<file path="src/rtl/sfx_pkg.sv">
package sfx_pkg;
  typedef enum logic [2:0] {
    ST_IDLE,
    ST_MAP,
    ST_RD_LO,
    ST_WR_LO,
    ST_RD_HI,
    ST_WR_HI,
    ST_FIN
  } sfx_state_e;

  localparam int BYTE_W = 8;
  localparam int SHIFT_W = 16;
endpackage

</file>
<file path="src/rtl/sfx_rec_sel.sv">
module sfx_rec_sel #(
  parameter int N_REC = 4,
  parameter int IDX_W = 10,
  parameter int MSK_W = 9,
  localparam int PTR_W = (N_REC > 1) ? $clog2(N_REC) : 1
) (
  input  logic [N_REC*IDX_W-1:0] idx_flat,
  input  logic [N_REC*MSK_W-1:0] msk_flat,
  input  logic [PTR_W-1:0]       sel,
  output logic [IDX_W-1:0]       idx_o,
  output logic [MSK_W-1:0]       msk_o
);
  logic [IDX_W-1:0] idx_arr [N_REC];
  logic [MSK_W-1:0] msk_arr [N_REC];

  for (genvar g = 0; g < N_REC; g++) begin : g_unpack
    assign idx_arr[g] = idx_flat[g*IDX_W +: IDX_W];
    assign msk_arr[g] = msk_flat[g*MSK_W +: MSK_W];
  end

  assign idx_o = idx_arr[sel];
  assign msk_o = msk_arr[sel];
endmodule

</file>
<file path="src/rtl/sfx_sym_map.sv">
module sfx_sym_map
  import sfx_pkg::*;
#(
  parameter int IDX_W = 10,
  parameter int MSK_W = 9,
  parameter int DEPTH = 512,
  localparam int AW = $clog2(DEPTH)
) (
  input  logic [IDX_W-1:0]  idx,
  input  logic [MSK_W-1:0]  msk,
  output logic [AW-1:0]     addr,
  output logic [BYTE_W-1:0] lo_bits,
  output logic [BYTE_W-1:0] hi_bits,
  output logic              hit,
  output logic              pair
);
  logic [IDX_W-1:0]   d;
  logic [IDX_W:0]     wide;
  logic [SHIFT_W-1:0] shifted;

  // zero-based symbol number
  assign d = idx - IDX_W'(1);
  // one extra byte for every eight symbols of 9 bits
  assign wide = {1'b0, d} + {4'b0, d[IDX_W-1:3]};
  assign hit  = (idx != '0) && (wide < (IDX_W+1)'(DEPTH));
  assign pair = wide < (IDX_W+1)'(DEPTH - 1);
  assign addr = wide[AW-1:0];

  assign shifted = {{(SHIFT_W-MSK_W){1'b0}}, msk} << d[2:0];
  assign lo_bits = shifted[7:0];
  assign hi_bits = shifted[15:8];
endmodule

</file>
<file path="src/rtl/sym_fix_engine.sv">
module sym_fix_engine
  import sfx_pkg::*;
#(
  parameter int N_REC = 4,
  parameter int CNT_W = 4,
  parameter int IDX_W = 10,
  parameter int MSK_W = 9,
  parameter int DEPTH = 512,
  localparam int AW    = $clog2(DEPTH),
  localparam int PTR_W = (N_REC > 1) ? $clog2(N_REC) : 1
) (
  input  logic                   clk,
  input  logic                   rst_n,
  input  logic                   start,
  input  logic [CNT_W-1:0]       err_cnt,
  input  logic [N_REC*IDX_W-1:0] err_idx,
  input  logic [N_REC*MSK_W-1:0] err_msk,
  output logic                   busy,
  output logic                   done,
  output logic                   ram_en,
  output logic                   ram_we,
  output logic [AW-1:0]          ram_addr,
  output logic [BYTE_W-1:0]      ram_wdata,
  input  logic [BYTE_W-1:0]      ram_rdata
);
  sfx_state_e st;
  logic [PTR_W-1:0]       ptr;
  logic [N_REC*IDX_W-1:0] idx_q;
  logic [N_REC*MSK_W-1:0] msk_q;
  logic [AW-1:0]          addr_q;
  logic [BYTE_W-1:0]      lo_q, hi_q;
  logic                   pair_q;

  logic [IDX_W-1:0]  cur_idx;
  logic [MSK_W-1:0]  cur_msk;
  logic [AW-1:0]     m_addr;
  logic [BYTE_W-1:0] m_lo, m_hi;
  logic              m_hit, m_pair;
  logic              cnt_ok;
  logic              last_rec;

  sfx_rec_sel #(.N_REC(N_REC), .IDX_W(IDX_W), .MSK_W(MSK_W)) u_sel (
    .idx_flat(idx_q), .msk_flat(msk_q), .sel(ptr),
    .idx_o(cur_idx), .msk_o(cur_msk)
  );

  sfx_sym_map #(.IDX_W(IDX_W), .MSK_W(MSK_W), .DEPTH(DEPTH)) u_map (
    .idx(cur_idx), .msk(cur_msk),
    .addr(m_addr), .lo_bits(m_lo), .hi_bits(m_hi),
    .hit(m_hit), .pair(m_pair)
  );

  assign cnt_ok   = (err_cnt != '0) && (err_cnt <= CNT_W'(N_REC));
  assign last_rec = (ptr == '0);

  always_ff @(posedge clk or negedge rst_n) begin
    if (!rst_n) begin
      st     <= ST_IDLE;
      ptr    <= '0;
      idx_q  <= '0;
      msk_q  <= '0;
      addr_q <= '0;
      lo_q   <= '0;
      hi_q   <= '0;
      pair_q <= 1'b0;
    end else begin
      case (st)
        ST_IDLE: if (start) begin
          idx_q <= err_idx;
          msk_q <= err_msk;
          if (cnt_ok) begin
            ptr <= PTR_W'(err_cnt - CNT_W'(1));
            st  <= ST_MAP;
          end else begin
            st  <= ST_FIN;
          end
        end
        ST_MAP: begin
          if (m_hit) begin
            addr_q <= m_addr;
            lo_q   <= m_lo;
            hi_q   <= m_hi;
            pair_q <= m_pair;
            st     <= ST_RD_LO;
          end else if (last_rec) begin
            st <= ST_FIN;
          end else begin
            ptr <= ptr - PTR_W'(1);
          end
        end
        ST_RD_LO: st <= ST_WR_LO;
        ST_WR_LO: begin
          if (pair_q) st <= ST_RD_HI;
          else if (last_rec) st <= ST_FIN;
          else begin
            ptr <= ptr - PTR_W'(1);
            st  <= ST_MAP;
          end
        end
        ST_RD_HI: st <= ST_WR_HI;
        ST_WR_HI: begin
          if (last_rec) st <= ST_FIN;
          else begin
            ptr <= ptr - PTR_W'(1);
            st  <= ST_MAP;
          end
        end
        ST_FIN:  st <= ST_IDLE;
        default: st <= ST_IDLE;
      endcase
    end
  end

  always_comb begin
    busy      = (st != ST_IDLE);
    done      = (st == ST_FIN);
    ram_en    = (st == ST_RD_LO) || (st == ST_WR_LO) || (st == ST_RD_HI) || (st == ST_WR_HI);
    ram_we    = (st == ST_WR_LO) || (st == ST_WR_HI);
    ram_addr  = ((st == ST_RD_HI) || (st == ST_WR_HI)) ? addr_q + AW'(1) : addr_q;
    ram_wdata = ram_rdata ^ ((st == ST_WR_HI) ? hi_q : lo_q);
  end

  AST_IDLE_NO_RAM: assert property (@(posedge clk) disable iff (!rst_n)
    !busy |-> !ram_en);
  AST_START_TAKES: assert property (@(posedge clk) disable iff (!rst_n)
    (start && !busy) |=> busy);
  AST_BUSY_HOLD: assert property (@(posedge clk) disable iff (!rst_n)
    (busy && !done) |=> busy);
  AST_BAD_CNT_FIN: assert property (@(posedge clk) disable iff (!rst_n)
    (start && !busy && !cnt_ok) |=> (done && !ram_en));
  AST_WRITE_AFTER_READ: assert property (@(posedge clk) disable iff (!rst_n)
    (ram_en && ram_we) |-> ($past(ram_en && !ram_we) && ram_addr == $past(ram_addr)));
  AST_DONE_ONE_CYCLE: assert property (@(posedge clk) disable iff (!rst_n)
    done |=> (!done && !busy));
endmodule

</file>
<file path="config.mk">
export PLATFORM = sky130hd
export DESIGN_NAME = sym_fix_engine
export DESIGN_NICKNAME = d
export VERILOG_FILES = /design/src/rtl/sfx_pkg.sv /design/src/rtl/sfx_rec_sel.sv /design/src/rtl/sfx_sym_map.sv /design/src/rtl/sym_fix_engine.sv
export SDC_FILE = /design/constraint.sdc
export NUM_CORES = 1
export LEC_CHECK = 0
export BUFFER_PORTS_ARGS = -buffer_cell sky130_fd_sc_hd__buf_4
export CAP_MARGIN = 20
export CORE_ASPECT_RATIO = 0.75
export CORE_MARGIN = 2
export CORE_UTILIZATION = 25
export DETAILED_ROUTE_END_ITERATION = 10
export GPL_TIMING_DRIVEN = 1
export PLACE_DENSITY = 0.44
export SLEW_MARGIN = 20
export SYNTH_ARGS = -nofsm -noshare
export SYNTH_HDL_FRONTEND = slang
export SYNTH_SLANG_ARGS = --single-unit
</file>
<file path="constraint.sdc">
create_clock -name clk -period 4.55 [get_ports clk]
set_clock_uncertainty 0.2 [all_clocks]
set_input_delay 0.2275 -clock clk [delete_from_list [all_inputs] [get_ports clk]]
set_output_delay 0.2275 -clock clk [all_outputs]
set_load 0.02 [all_outputs]
</file>
==> results of run 1 <==
==> cells by family after synthesis <==
| group | Yosys count | share of synthesized area [%] |
|---|---|---|
| compound gates | 65 | 7.97 |
| xor+xnor | 33 | 5.15 |
| fa+ha+maj | 12 | 2.67 |
| buf+inv | 43 | 3.14 |
| flops | 107 | 45.4 |
| mux | 125 | 27.2 |
| simple gates | 105 | 8.44 |
==> per-layer routing <==
metal	track usage, %	up-vias	share of wire (%)	wire length, µm
met4	2.80	0	0.96	151
met1	19.3	2157	52	8150
li1	-	2158	-	-
met3	3.06	11	4.3	682
met2	20.0	105	43	6700
met5	0	-	0	0
==> final cells by class <==
class                      count  area [µm²]  share of cell area, %
inverter                      16        60.1                  0.726
clock inverter                 5        41.3                  0.499
multi-input combinational    340        3060                   37.0
antenna                        1        2.50                 0.0303
timing repair buffer         212        1800                   21.7
tap                          300         375                   4.54
clock buffer                  11         253                   3.06
sequential                   107        2680                   32.4
==> worst register-to-register path: cells and delay by family, from the launching register on <==
family                     cells  cell delay [ns]
AOI/OAI and AO/OA              6             1.31
xor gates and xnor gates       1             0.19
adders and majority gates      1             0.24
buffers and inverters          4             0.61
DFF                            1             0.48
muxes                          1             0.57
and+or+nand+nor                3             0.66
==> registers in the layout, indices dropped and copies added, names as in the netlist <==
signal / flops
lo_q: 8
pair_q: 1
ptr: 2
addr_q: 9
idx_q: 40
st: 3
msk_q: 36
hi_q: 8
==> metrics by stage <==
step	TNS [ns]	worst slack [ns]	cells
2_1_floorplan	0	0.0381	490
3_3_place_gp	0	0.0728	894
3_5_place_dp	-0.0157	-0.0157	894
4_1_cts	0	0.0725	987
5_1_grt	-0.0501	-0.0344	992
6_report	0	0.264	992
==> what timing repair did <==
item                                    4_1_cts  5_1_grt
gates resized for setup                       1        5
setup buffers                                 0        4
hold endpoints to repair                    145        0
endpoints found under the setup margin        3       27
hold buffers                                 77        0
pin swaps                                     0        3
==> worst min path at each step <==
stage	start	slack, ns	end
floorplan	rst_n	-0.27	addr_q[0]
global placement	rst_n	0.22	addr_q[2]
detailed placement	rst_n	0.23	addr_q[1]
CTS	start	0.10	st[1]
global route	err_cnt[0]	0.14	ptr[0]
finish	err_cnt[0]	0.11	ptr[0]
==> layout by cell type (no fill, tap or decap), drive strengths merged, types with 5 or more instances in the layout <==
master / synthesis / final
mux2i: 17 / 17
dlygate4sd3: 0 / 77
nor3: 10 / 10
xnor2: 24 / 24
o21ai: 26 / 26
nor2: 24 / 24
clkbuf: 18 / 11
inv: 15 / 18
ha: 11 / 11
a21o: 5 / 5
a21oi: 9 / 9
xor2: 8 / 8
buf: 9 / 135
dfrtp: 107 / 107
mux2: 89 / 89
mux4: 19 / 19
nand3: 7 / 7
nand2: 43 / 43
==> results_dict.tcl, run 1 <==
set metrics [dict create \
    status "finished clean" \
    viasPerCell 4.47 \
    gp_congestion 0.813 \
    synthTopCellsByArea "dfrtp_1 45%, mux2_2 17%, mux4_2 7.3%, xnor2_1 3.6%, mux2i_1 2.9%" \
    worstHoldPathType "in2reg" \
    crit_end "hi_q[5]" \
    die_y_um 137 \
    clock_sinks 107 \
    grt_max_degree 77 \
    synth.distinct_cells 52 \
    startpoint "ptr[0]" \
    synth-main-ff-cell "dfrtp_1" \
    r2r_start "ptr[0]" \
    place_hpwl_um 11800 \
    drive_above_1_share_pct 39.8 \
    dieArea_um2 24900 \
    yosysWarnings 0 \
    timing.final.crit_period_ns 4.29 \
    final_cell_area_um2 8270 \
    dr.pass1.iters 6 \
    holdWs_ns 0.111 \
    required_ns 4.65 \
    slowest_delay_ns 0.57 \
    crit_path_end_kind "flip-flop" \
    ant_nets 0 \
    path_class "reg2reg" \
    critical_path.top_delay_family "compound AO/OA/AOI/OAI gates" \
    synth-edff-count 0 \
    clock_tree.root_cell "clkbuf_16" \
    r2r_slack_ns 0.26 \
    antenna_found_initial 1 \
    min_path_cells 4 \
    setup_violations 0 \
    grt_pass1_vias 4665 \
    fmax_mhz 233 \
    cts_buffers 9 \
    ys_ff_latch 107 \
    clockBufferDepth 2 \
    port_buffers 111 \
    nNetsFinal 789 \
    synth_area_leader_cell "dfrtp_1" \
    grt_use_total_pct 13.3 \
    slowest_stage "mux4_2" \
    cp.depth 16 \
    grt_overflow_total 0 \
    synth.cell_area_um2 5900 \
    tritoncts "built" \
    core_area_um2 23100 \
    synth_fp_nets 593 \
    fp.dieW_um 181 \
    synth_top_area_share_pct 45.4 \
    crit_path_max_fanout 38 \
    n_fill_cell 2264 \
    avgSynthCellArea_um2 12.0 \
    crit_buf_inv 4 \
    synthArstFlopShare_pct 100 \
    path_clk_slew_ns 0.08 \
    routed_wl_um 15700 \
    area_growth_pct 40.1 \
    synth_commonest_cells "107 x dfrtp_1, 87 x mux2_2, 42 x nand2_1" \
    fin_util_pct 35.8 \
    rows 48 \
    slew_viol_final 0 \
    critical_path.cell_chain "buf_4, mux4_2, nor3_4, buf_4, nand2_2, xor2_1, inv_1, ha_1, a21o_1, or2_2, a211o_1, a2111oi_4, o211ai_4, buf_12, a2111oi_1, a21o_1" \
    num_vias 4431 \
    hold_viol 0 \
    drv_cap 0 \
    rr_endpoint "hi_q[5]" \
    place_area_um2 7150 \
    worst_pin_slew_ns 1.04 \
    drt-wirelength-per-cell_um 15.8 \
    fin_crit_sh_pct 94.2 \
    synthCells 490 \
    slew_headroom_pct 30.4 \
    io_pins 112 \
    cp.arrival_ns 4.39 \
    htreeDepth 3 \
    clk_latency_ns 0.36 \
    drt_iter0_markers 180 \
    remaining_drc_errors 0 \
    r2r_cells 16 \
    startpoint_type "flip-flop" \
    initial_core_util_pct 25.5 \
    ys_seq_area_share_pct 45.4 \
    yosysMostFrequentCell "dfrtp_1" \
    grt_pass1_wl_um 25800 \
]
Power of run 1 is not shown: default switching activity piles up to over one toggle a cycle in this logic, so the estimate is an artifact.
==> inputs of run 2 (changes only) <==
--- a/config.mk
+++ b/config.mk
@@ -9,10 +9,11 @@
 export CAP_MARGIN = 20
 export CORE_ASPECT_RATIO = 0.75
 export CORE_MARGIN = 2
-export CORE_UTILIZATION = 25
+export CORE_UTILIZATION = 50
 export DETAILED_ROUTE_END_ITERATION = 10
 export GPL_TIMING_DRIVEN = 1
-export PLACE_DENSITY = 0.44
+export PLACE_DENSITY = 0.76
+export SKIP_LAST_GASP = 1
 export SLEW_MARGIN = 20
 export SYNTH_ARGS = -nofsm -noshare
 export SYNTH_HDL_FRONTEND = slang
==> run 2 against run 1 <==
Net effect:
- via count is 5.1% higher
- highest routed layer unchanged
- design area fell by 1.9%
- largest cell class unchanged
- worst hold slack got worse by 0.022 ns
==> results_dict.tcl, run 2 (same netlist as run 1, synthesis figures left out) <==
set metrics [dict create \
    status "finished clean" \
    worstHoldPathType "in2reg" \
    area_growth_pct 37.4 \
    diodes 0 \
    final-seq-area_um2 2680 \
    core_area_um2 11600 \
    cts_buffers 9 \
    remaining_drc_errors 0 \
    io_pins 112 \
    antenna_found_initial 0 \
    crit_path_end_kind "flip-flop" \
    post-place-cells 756 \
    r2r_cells 17 \
    r2r_start "ptr[0]" \
    initial_core_util_pct 51.0 \
    rows 34 \
    place_area_um2 6980 \
    worstHoldStart "err_cnt[0]" \
    grt_pass1_vias 4769 \
    clk_latency_ns 0.36 \
    multi_input_area_um2 3050 \
    dr.pass1.iters 7 \
    routed_wl_um 15100 \
    fin_cells 854 \
    clockBufferDepth 2 \
    top_regs "idx_q x40, msk_q x36, addr_q x9" \
    gp_congestion 0.915 \
    layout_common_cells "135 x buf_4, 106 x dfrtp_1, 87 x mux2_2" \
    n_fill_cell 798 \
    drt-wirelength-per-cell_um 17.7 \
    cp.arrival_ns 4.35 \
    nNetsFinal 790 \
    fin_crit_sh_pct 94.7 \
    slew_headroom_pct 32.8 \
    tritoncts "built" \
    regMostFlops "idx_q" \
    grt_pass1_wl_um 24700 \
    final_cell_area_um2 8110 \
    r2r_slack_ns 0.24 \
    fin_setup_tns_ns 0 \
    startpoint_type "flip-flop" \
    drive_above_1_share_pct 39.6 \
    fmax_mhz 232 \
    grt_overflow_total 0 \
    viasPerCell 5.45 \
    rr_endpoint "addr_q[0]" \
    worst_pin_slew_ns 1.01 \
    setup_violations 0 \
    ant_nets 0 \
    hold_viol 0 \
    worstHoldEndpoint "ptr[0]" \
    clock_tree.root_cell "clkbuf_16" \
    fp.dieW_um 129 \
    grt_use_total_pct 25.1 \
    min_path_cells 4 \
    crit_path_max_fanout 46 \
    grt_max_degree 77 \
    clock_sinks 107 \
    required_ns 4.59 \
    num_vias 4657 \
    rsz0062_at_grt "no" \
    drv_cap 0 \
    drt_iter0_markers 426 \
    path_class "reg2reg" \
    timing.final.crit_period_ns 4.31 \
    path_clk_slew_ns 0.07 \
    largest_reg_flops 40 \
    port_buffers 111 \
    die_y_um 98.1 \
    dieArea_um2 12700 \
    place_hpwl_um 9920 \
    final_common_cell "buf_4" \
    slew_viol_final 0 \
    htreeDepth 3 \
]
run 2: how the worst max path moves through the flow:
stage,from,to,depth (start not counted)
final,ptr[0],addr_q[0],17
after global routing,ptr[0],hi_q[5],17
after global placement,ptr[0],hi_q[5],15
after detailed placement,ptr[0],hi_q[5],15
after CTS,ptr[0],hi_q[5],15
after floorplan,ptr[0],addr_q[6],17
run 2: cell type report:
| class | count | area share, % |
|---|---|---|
| Multi-Input combinational cell | 340 | 37.7 |
| Sequential cell | 107 | 33.0 |
| Timing Repair Buffer | 213 | 22.2 |
| Clock buffer | 10 | 2.82 |
| Tap cell | 162 | 2.50 |
| Clock inverter | 6 | 1.00 |
| Inverter | 16 | 0.741 |
run 2: critical path, stage by stage, from the launching register on:
cell and delay [ns]:
dfrtp_2 0.36, buf_4 0.15, buf_4 0.13, mux4_2 0.56, nor3_2 0.22, buf_4 0.16
xor2_1 0.25, ha_1 0.23, inv_1 0.06, fa_1 0.40, nor2b_1 0.13, o21ai_0 0.11
a21boi_0 0.19, buf_4 0.17, a2111oi_4 0.08, o211ai_4 0.19, buf_12 0.25, mux2_2 0.36
run 2: routing by layer:
| metal | part of all wire (%) | GRT usage, % | up-vias |
|---|---|---|---|
| li1 | - | - | 2160 |
| met5 | 0 | 0 | - |
| met2 | 47 | 39.3 | 181 |
| met4 | 2.5 | 7.86 | 0 |
| met1 | 44 | 35.5 | 2279 |
| met3 | 5.9 | 5.32 | 37 |
run 2: through the flow:
step / setup WS [ns] / hold slack, ns / utilization [%]
floorplan: 0.0381 / -0.268 / -
CTS: 0.0108 / 0.0644 / 69.7
global placement: 0.0991 / 0.198 / 60.3
global route: 0.0228 / 0.0689 / 70.1
finish: 0.241 / 0.0893 / 70.1
detailed placement: -0.0866 / 0.209 / 60.3
run 2: timing repair:
action                                  CTS  global route
resized for setup                         2             2
setup buffers                             0             5
hold endpoints to repair                145             0
hold buffers                             77             0
endpoints found under the setup margin    5            28
pin swaps                                 0             3
Power of run 2 is left out for the same reason.
